--- src/rtl/cmd_bus_pkg.sv ---
package cmd_bus_pkg;

  typedef enum logic [3:0] {
    OP_ACT         = 4'd0,
    OP_PRE_ONE     = 4'd1,
    OP_PRE_ALL     = 4'd2,
    OP_REF_ONE     = 4'd3,
    OP_REF_ALL     = 4'd4,
    OP_RD          = 4'd5,
    OP_RD_AP       = 4'd6,
    OP_WR          = 4'd7,
    OP_WR_AP       = 4'd8,
    OP_PDN_ACT_IN  = 4'd9,
    OP_PDN_ACT_OUT = 4'd10,
    OP_PDN_PRE_IN  = 4'd11,
    OP_PDN_PRE_OUT = 4'd12,
    OP_SR_IN       = 4'd13,
    OP_SR_OUT      = 4'd14,
    OP_UNUSED      = 4'd15
  } cmd_op_e;

  // Class tag values reported with a conflict
  localparam logic [1:0] KIND_NONE = 2'b00;
  localparam logic [1:0] KIND_ROW  = 2'b01;
  localparam logic [1:0] KIND_COL  = 2'b10;
  localparam logic [1:0] KIND_BOTH = 2'b11;

  function automatic logic op_known(input logic [3:0] op);
    return op != OP_UNUSED;
  endfunction

  // Row bus: codes 0..4 and the shared codes 9..14
  function automatic logic op_uses_row(input logic [3:0] op);
    return (op <= OP_REF_ALL) || ((op >= OP_PDN_ACT_IN) && (op <= OP_SR_OUT));
  endfunction

  // Column bus: codes 5..8 and the shared codes 9..14
  function automatic logic op_uses_col(input logic [3:0] op);
    return (op >= OP_RD) && (op <= OP_SR_OUT);
  endfunction

  function automatic int max_of3(input int a, input int b, input int c);
    int m;
    m = (a > b) ? a : b;
    return (m > c) ? m : c;
  endfunction

endpackage

--- src/rtl/cmd_classify.sv ---
module cmd_classify
  import cmd_bus_pkg::*;
(
  input  logic       valid,
  input  logic [3:0] op,
  output logic       is_known,
  output logic       is_unknown,
  output logic       on_row,
  output logic       on_col,
  output logic       is_act
);
  always_comb begin
    is_known   = valid && op_known(op);
    is_unknown = valid && !op_known(op);
    on_row     = is_known && op_uses_row(op);
    on_col     = is_known && op_uses_col(op);
    is_act     = is_known && (op == OP_ACT);
  end
endmodule

--- src/rtl/bus_hold.sv ---
module bus_hold #(
  parameter int HOLD_W = 2
) (
  input  logic              clk,
  input  logic              rst,
  input  logic              claim,
  input  logic [HOLD_W-1:0] hold_len,
  output logic              busy
);
  logic [HOLD_W-1:0] remain_q;

  always_ff @(posedge clk) begin
    if (rst)
      remain_q <= '0;
    else if (claim)
      remain_q <= hold_len - HOLD_W'(1);
    else if (remain_q != '0)
      remain_q <= remain_q - HOLD_W'(1);
  end

  assign busy = (remain_q != '0);
endmodule

--- src/rtl/cmd_bus_guard.sv ---
module cmd_bus_guard
  import cmd_bus_pkg::*;
#(
  parameter int ROW_ACT_HOLD = 2,
  parameter int ROW_HOLD     = 1,
  parameter int COL_HOLD     = 1
) (
  input  logic       clk,
  input  logic       rst,
  input  logic       cmd_valid,
  input  logic [3:0] cmd_op,
  output logic       conflict_o,
  output logic [1:0] conflict_kind,
  output logic       bad_op
);
  localparam int MAX_HOLD = max_of3(ROW_ACT_HOLD, ROW_HOLD, COL_HOLD);
  localparam int HOLD_W   = (MAX_HOLD < 2) ? 1 : $clog2(MAX_HOLD + 1);
  localparam int NBUS     = 2;   // index 0 row bus, 1 column bus

  logic is_known, is_unknown, on_row, on_col, is_act;
  logic row_busy, col_busy, row_hit, col_hit, any_hit;
  logic [NBUS-1:0]   bus_claim, bus_busy;
  logic [HOLD_W-1:0] bus_len [NBUS];

  cmd_classify u_cls (
    .valid      (cmd_valid),
    .op         (cmd_op),
    .is_known   (is_known),
    .is_unknown (is_unknown),
    .on_row     (on_row),
    .on_col     (on_col),
    .is_act     (is_act)
  );

  assign bus_claim  = {on_col, on_row};
  assign bus_len[0] = is_act ? HOLD_W'(ROW_ACT_HOLD) : HOLD_W'(ROW_HOLD);
  assign bus_len[1] = HOLD_W'(COL_HOLD);

  for (genvar b = 0; b < NBUS; b++) begin : g_bus
    bus_hold #(.HOLD_W(HOLD_W)) u_hold (
      .clk      (clk),
      .rst      (rst),
      .claim    (bus_claim[b]),
      .hold_len (bus_len[b]),
      .busy     (bus_busy[b])
    );
  end

  assign row_busy = bus_busy[0];
  assign col_busy = bus_busy[1];
  assign row_hit  = on_row && row_busy;
  assign col_hit  = on_col && col_busy;
  assign any_hit  = row_hit || col_hit;

  always_ff @(posedge clk) begin
    if (rst) begin
      conflict_o    <= 1'b0;
      conflict_kind <= KIND_NONE;
      bad_op        <= 1'b0;
    end else begin
      conflict_o    <= any_hit;
      conflict_kind <= any_hit ? {on_col, on_row} : KIND_NONE;
      bad_op        <= is_unknown;
    end
  end
endmodule

--- config.mk ---
export PLATFORM = sky130hd
export DESIGN_NAME = cmd_bus_guard
export DESIGN_NICKNAME = d
export VERILOG_FILES = /design/src/rtl/cmd_bus_pkg.sv /design/src/rtl/cmd_classify.sv /design/src/rtl/bus_hold.sv /design/src/rtl/cmd_bus_guard.sv
export SDC_FILE = /design/constraint.sdc
export NUM_CORES = 1
export LEC_CHECK = 0
export BUFFER_PORTS_ARGS = -buffer_cell sky130_fd_sc_hd__buf_4
export CAP_MARGIN = 0
export CORE_AREA = 2 2 39 41
export CTS_CLUSTER_DIAMETER = 60
export CTS_CLUSTER_SIZE = 25
export DETAILED_ROUTE_END_ITERATION = 6
export DIE_AREA = 0 0 41 43
export PLACE_DENSITY = 0.55
export SLEW_MARGIN = 0
export SYNTH_ARGS = -nofsm -noshare
export SYNTH_HDL_FRONTEND = slang
export SYNTH_SLANG_ARGS = --single-unit
--- constraint.sdc ---
create_clock -name clk -period 1 [get_ports clk]
set_clock_uncertainty 0.05 [all_clocks]
set_input_delay 0.05 -clock clk [delete_from_list [all_inputs] [get_ports clk]]
set_output_delay 0.05 -clock clk [all_outputs]
set_load 0.01 [all_outputs]
# Yosys cells after proc, flatten, opt, wreduce, memory -nomap -nowiden
# Cells that the tools add are included.
# word_totals
out_inout_bits,4
input_bits,7
latchBits,0
ff_bits,8
memories,0
romBits,0
elab_cells,35
mem_bits_rw,0
# classes
n_mul,0
reduce_logical,18
bitwise,1
div_mod_pow,0
order_cmp,4
n_addsub,3
shift,0
mux,3
eq_ne,1
# op_table
operator,count
1-bit logical AND,9
2-bit two-way mux,3
2-bit nonzero test,3
"2-bit by 1-bit subtractor with 2-bit output, second input constant",3
"4-bit by 3-bit greater-or-equal comparator with 1-bit output, second input constant",1
"4-bit greater-or-equal comparator, second input constant",1
"4-bit by 3-bit less-or-equal comparator with 1-bit output, second input constant",1
"4-bit less-or-equal comparator, second input constant",1
4-bit zero test,1
"4-bit inequality test, second input constant",1
2-bit OR reduction,2
1-bit logical OR,2
1-bit zero test,1
1-bit NOT,1

# Depth between registers and ports, before layout
# depth
depth_word,8
mapped_depth,5
depth_no_buf,5

# Modules after synthesis
# A second synthesis with hierarchy kept.
# unflattened
cells_unflattened,45
hier_area_um2,400.4
# modules_own_cells
module,n_inst,cells_per_inst,area_each_um2,seq_area_each_um2
bus_hold,2,10,98.8,40.0
cmd_bus_guard,1,14,133.9,80.1
cmd_classify,1,11,68.8,0.0

# Worst setup path after synthesis
# No wires, ideal clock.
# synth_path
path_kind,flip-flop to flip-flop
startpoint,reg g_bus[1].u_hold.remain_q[0]
endpoint,reg conflict_kind[0]
path_buffers,0
period_less_slack_ns,1.132
required_time_ns,0.871
stages_incl_launch_ff,5
setup_time_ns,0.079
arrival_time_ns,1.003
slack_ns,-0.132
path_cell_list,dfxtp_1 -> inv_1 -> ha_1 -> or2_1 -> a211oi_2
# synth_between
elab_chain_len,5
# synth_lines
item,line,text
from (decl),bus_hold.sv:10,logic [HOLD_W-1:0] remain_q;
from (signal assigned),bus_hold.sv:16,remain_q <= hold_len - HOLD_W'(1);
from (signal assigned),bus_hold.sv:18,remain_q <= remain_q - HOLD_W'(1);
2-bit nonzero test,bus_hold.sv:21,assign busy = (remain_q != '0);
1-bit logical AND,cmd_bus_guard.sv:52,assign col_hit = on_col && col_busy;
1-bit logical OR,cmd_bus_guard.sv:53,assign any_hit = row_hit || col_hit;
1-bit NOT (no source line),--,
2-bit OR reduction (no source line),--,
to (signal assigned),cmd_bus_guard.sv:62,"conflict_kind <= any_hit ? {on_col, on_row} : KIND_NONE;"
to (decl),cmd_bus_guard.sv:13,"output logic [1:0] conflict_kind,"
# No other way between the ends.
# A chain may end at the register's enable or synchronous reset.

# Final worst setup path
# layout_path
startpoint,reg g_bus[1].u_hold.remain_q[1]
endpoint,reg conflict_kind[0]
# Same word-level chain as after synthesis.

==> impl_metrics.json <==
{
  "wl_per_cell_um": 9.747,
  "clk_latency_ns": 0.25,
  "layout.nets": 69,
  "netlist_top_cells_area": "dfxtp_1 44%, nor2_1 5.1%, inv_1 4.1%, a211oi_2 3.4%, ha_1 3.4%",
  "run_status": "complete, but fails checks",
  "clock-sinks": 8,
  "io-pin-count": 11,
  "min_path_cells": 3,
  "clk_pin_slew_ns": 0.06,
  "grt_usage": 0.1175,
  "syn_area_um2": 366.6,
  "synth_ff_type": "dfxtp_1",
  "p_per_area_nw_per_um2": 1635,
  "synth_cell_type_count": 22,
  "synth_mux_area_frac": 0,
  "first_pass_iters": 4,
  "post-route-period-util": 1.040,
  "cts_buffers": 3,
  "synth_edf_count": 0,
  "dieWidth_um": 41,
  "routed_wl_um": 731,
  "grt_pass1_vias": 354,
  "max_slew_margin": 0.7892,
  "rr_worst_depth": 4,
  "synthCells": 41,
  "synth_seq_area_share": 0.4369,
  "die_h_um": 43,
  "finalSetupViolCount": 1,
  "areaGrowthSynthToFinish_pct": 50.17,
  "netlist.area_leader.share": 0.4369,
  "holdCritStartpoint": "cmd_valid",
  "num_rows": 14,
  "synth_fa_ha_area_frac": 0.03413,
  "clockBufferDepth": 2,
  "crit_required_ns": 1.12,
  "end_kind": "flip-flop",
  "place_inst": 71,
  "htree_levels": 1,
  "path_class": "reg -> reg",
  "drive_above_1_share": 0.4746,
  "vias_per_cell": 4.667,
  "tightestPinTransition_ns": 0.3158,
  "period_needed_ns": 1.040,
  "ys_seq_elements": 8,
  "num_antenna_cells": 0,
  "drv_slew": 0,
  "synthTopCellsByCount": "8 x dfxtp_1, 5 x nor2_1, 4 x inv_1",
  "cts_root_buf": "clkbuf_4",
  "cts_setup_buffers": 0,
  "finalHoldViolCount": 0,
  "drt_iter0_drc": 3,
  "gp_congestion": 0.6705,
  "cp.arrival_ns": 1.16,
  "ys_warn_count": 0,
  "vias": 350,
  "synth-compound-area-share": 0.2423,
  "fin_ws_ns": -0.03975,
  "r2r_slack_ns": -0.04,
  "die_area_um2": 1763,
  "rsz0062_at_grt": "yes",
  "hold_end": "bad_op",
  "cts_tree": "yes",
  "synthArstFlopShare": 0,
  "critPathLaunchType": "flip-flop",
  "grt_overflow": 0,
  "grt_max_degree": 8,
  "synth_top_area_cell": "dfxtp_1",
  "p_leak_uw": 0.0002232,
  "ant_nets": 0,
  "drc": 0,
  "portBuffers": 10,
  "regToRegEndpoint": "conflict_kind[0]",
  "synth_top_family_by_area": "compound AO/OA/AOI/OAI gates",
  "yosysMostFrequentCell": "dfxtp_1",
  "grt_first_pass_wirelength_mm": 1.345,
  "synth_xor_area_frac": 0.02389,
  "postSynthAreaPerCell_um2": 8.942,
  "timing.rr.start": "g_bus[1].u_hold.remain_q[1]",
  "failed_checks": "negative setup slack",
  "antenna_found_initial": 0,
  "hold_path.class": "in -> reg",
  "cap_violations": 0,
  "vdd_drop_max_mv": 0.4789,
  "synth-simple-area-share": 0.2218,
  "initial_core_util": 0.2649,
  "core_um2": 1384,
  "final_cell_count_no_fill": 75,
  "dp_hpwl_um": 597.9,
  "synth_nets": 49,
  "fmax_mhz": 961.8,
  "crit_fanout": 2,
  "utilization": 0.3978
}
stage by stage:
stage | hold WS (ns) | TNS (ns) | instance area, um2 | setup slack, ns | total power, uW
2_1_floorplan | 0.06244 | -0.02075 | 381.6 | -0.02075 | 535.7
6_report | 0.03094 | -0.03975 | 550.5 | -0.03975 | 900.3
5_1_grt | 0.02959 | -0.2038 | 550.5 | -0.08876 | 976.2
3_5_place_dp | 0.2200 | -0.06384 | 506.7 | -0.03419 | 651.2
3_3_place_gp | 0.2195 | -0.03555 | 506.7 | -0.01969 | 632.0
4_1_cts | 0.02042 | -0.07337 | 544.3 | -0.05034 | 915.0
where the power goes:
group	internal [uW]	switching (uW)	leakage (uW)
Combinational	154	133	0.000144
Clock	137	110	0.0000138
Sequential	352	14.2	0.0000655
placed cells by master, fill, tap and decap left out:
| cell type | count |
|---|---|
| a211oi_2 | 2 |
| a21o_1 | 1 |
| a21oi_1 | 1 |
| a21oi_2 | 2 |
| and4b_1 | 1 |
| buf_4 | 14 |
| clkbuf_4 | 3 |
| dfxtp_1 | 6 |
| dfxtp_2 | 2 |
| dlygate4sd3_1 | 1 |
| ha_4 | 1 |
| inv_1 | 2 |
| inv_2 | 2 |
| nand2_1 | 2 |
| nand2b_1 | 2 |
| nand3_1 | 2 |
| nand4_1 | 1 |
| nor2_1 | 5 |
| nor3_1 | 2 |
| o2111ai_1 | 1 |
| o211ai_2 | 1 |
| o21a_1 | 1 |
| o21ai_0 | 1 |
| o31a_1 | 1 |
| or2_4 | 1 |
| xor2_1 | 1 |
worst max-delay path: stages, from the launching register on:
cell and delay, ns:
dfxtp_2 0.33, inv_2 0.04, ha_4 0.15, or2_4 0.23, a211oi_2 0.16
final cells by class:
class | count | area, um2
Sequential cell | 8 | 162.7
Timing Repair Buffer | 15 | 115.1
Fill cell | 140 | 833.3
Multi-Input combinational cell | 29 | 215.2
Clock buffer | 3 | 22.52
Tap cell | 16 | 20.02
Inverter | 4 | 15.01
flip-flops by register name, summed over array words and instances, names as in the netlist:
register / count
conflict_o: 1
bad_op: 1
conflict_kind: 2
g_bus.u_hold.remain_q: 4
metal layers:
layer / part of all wire / up-vias / GRT usage
met3: 0.021 / 2 / 0.04712
met4: 0.019 / 0 / 0.1000
li1: - / 185 / -
met5: 0 / - / 0
met2: 0.54 / 4 / 0.1750
met1: 0.41 / 159 / 0.1190
cell families after synthesis:
family,after synthesis
AND/OR/NAND/NOR,16
AO/OA/AOI/OAI,11
flip-flops,8
buffers and inverters,4
XOR/XNOR,1
adder cells (fa/ha/maj),1
repair_timing:
item	CTS	global route
cloned	0	0
endpoints found under the hold margin	5	0
pin swaps	1	2
hold buffers	1	0
endpoints found under the setup margin	4	5
gates resized for setup	1	2
worst max path at each step:
stage | from | end | slack (ns) | cells past startpoint
finish | g_bus[1].u_hold.remain_q[1] | conflict_kind[0] | -0.04 | 4
global placement | cmd_op[1] | conflict_kind[1] | -0.02 | 5
global route | g_bus[1].u_hold.remain_q[1] | conflict_kind[0] | -0.09 | 4
detailed placement | g_bus[1].u_hold.remain_q[0] | conflict_kind[0] | -0.03 | 4
floorplan | g_bus[1].u_hold.remain_q[0] | conflict_kind[0] | -0.02 | 4
CTS | g_bus[1].u_hold.remain_q[1] | conflict_kind[0] | -0.05 | 4
Power figures use the tool's default switching activity.
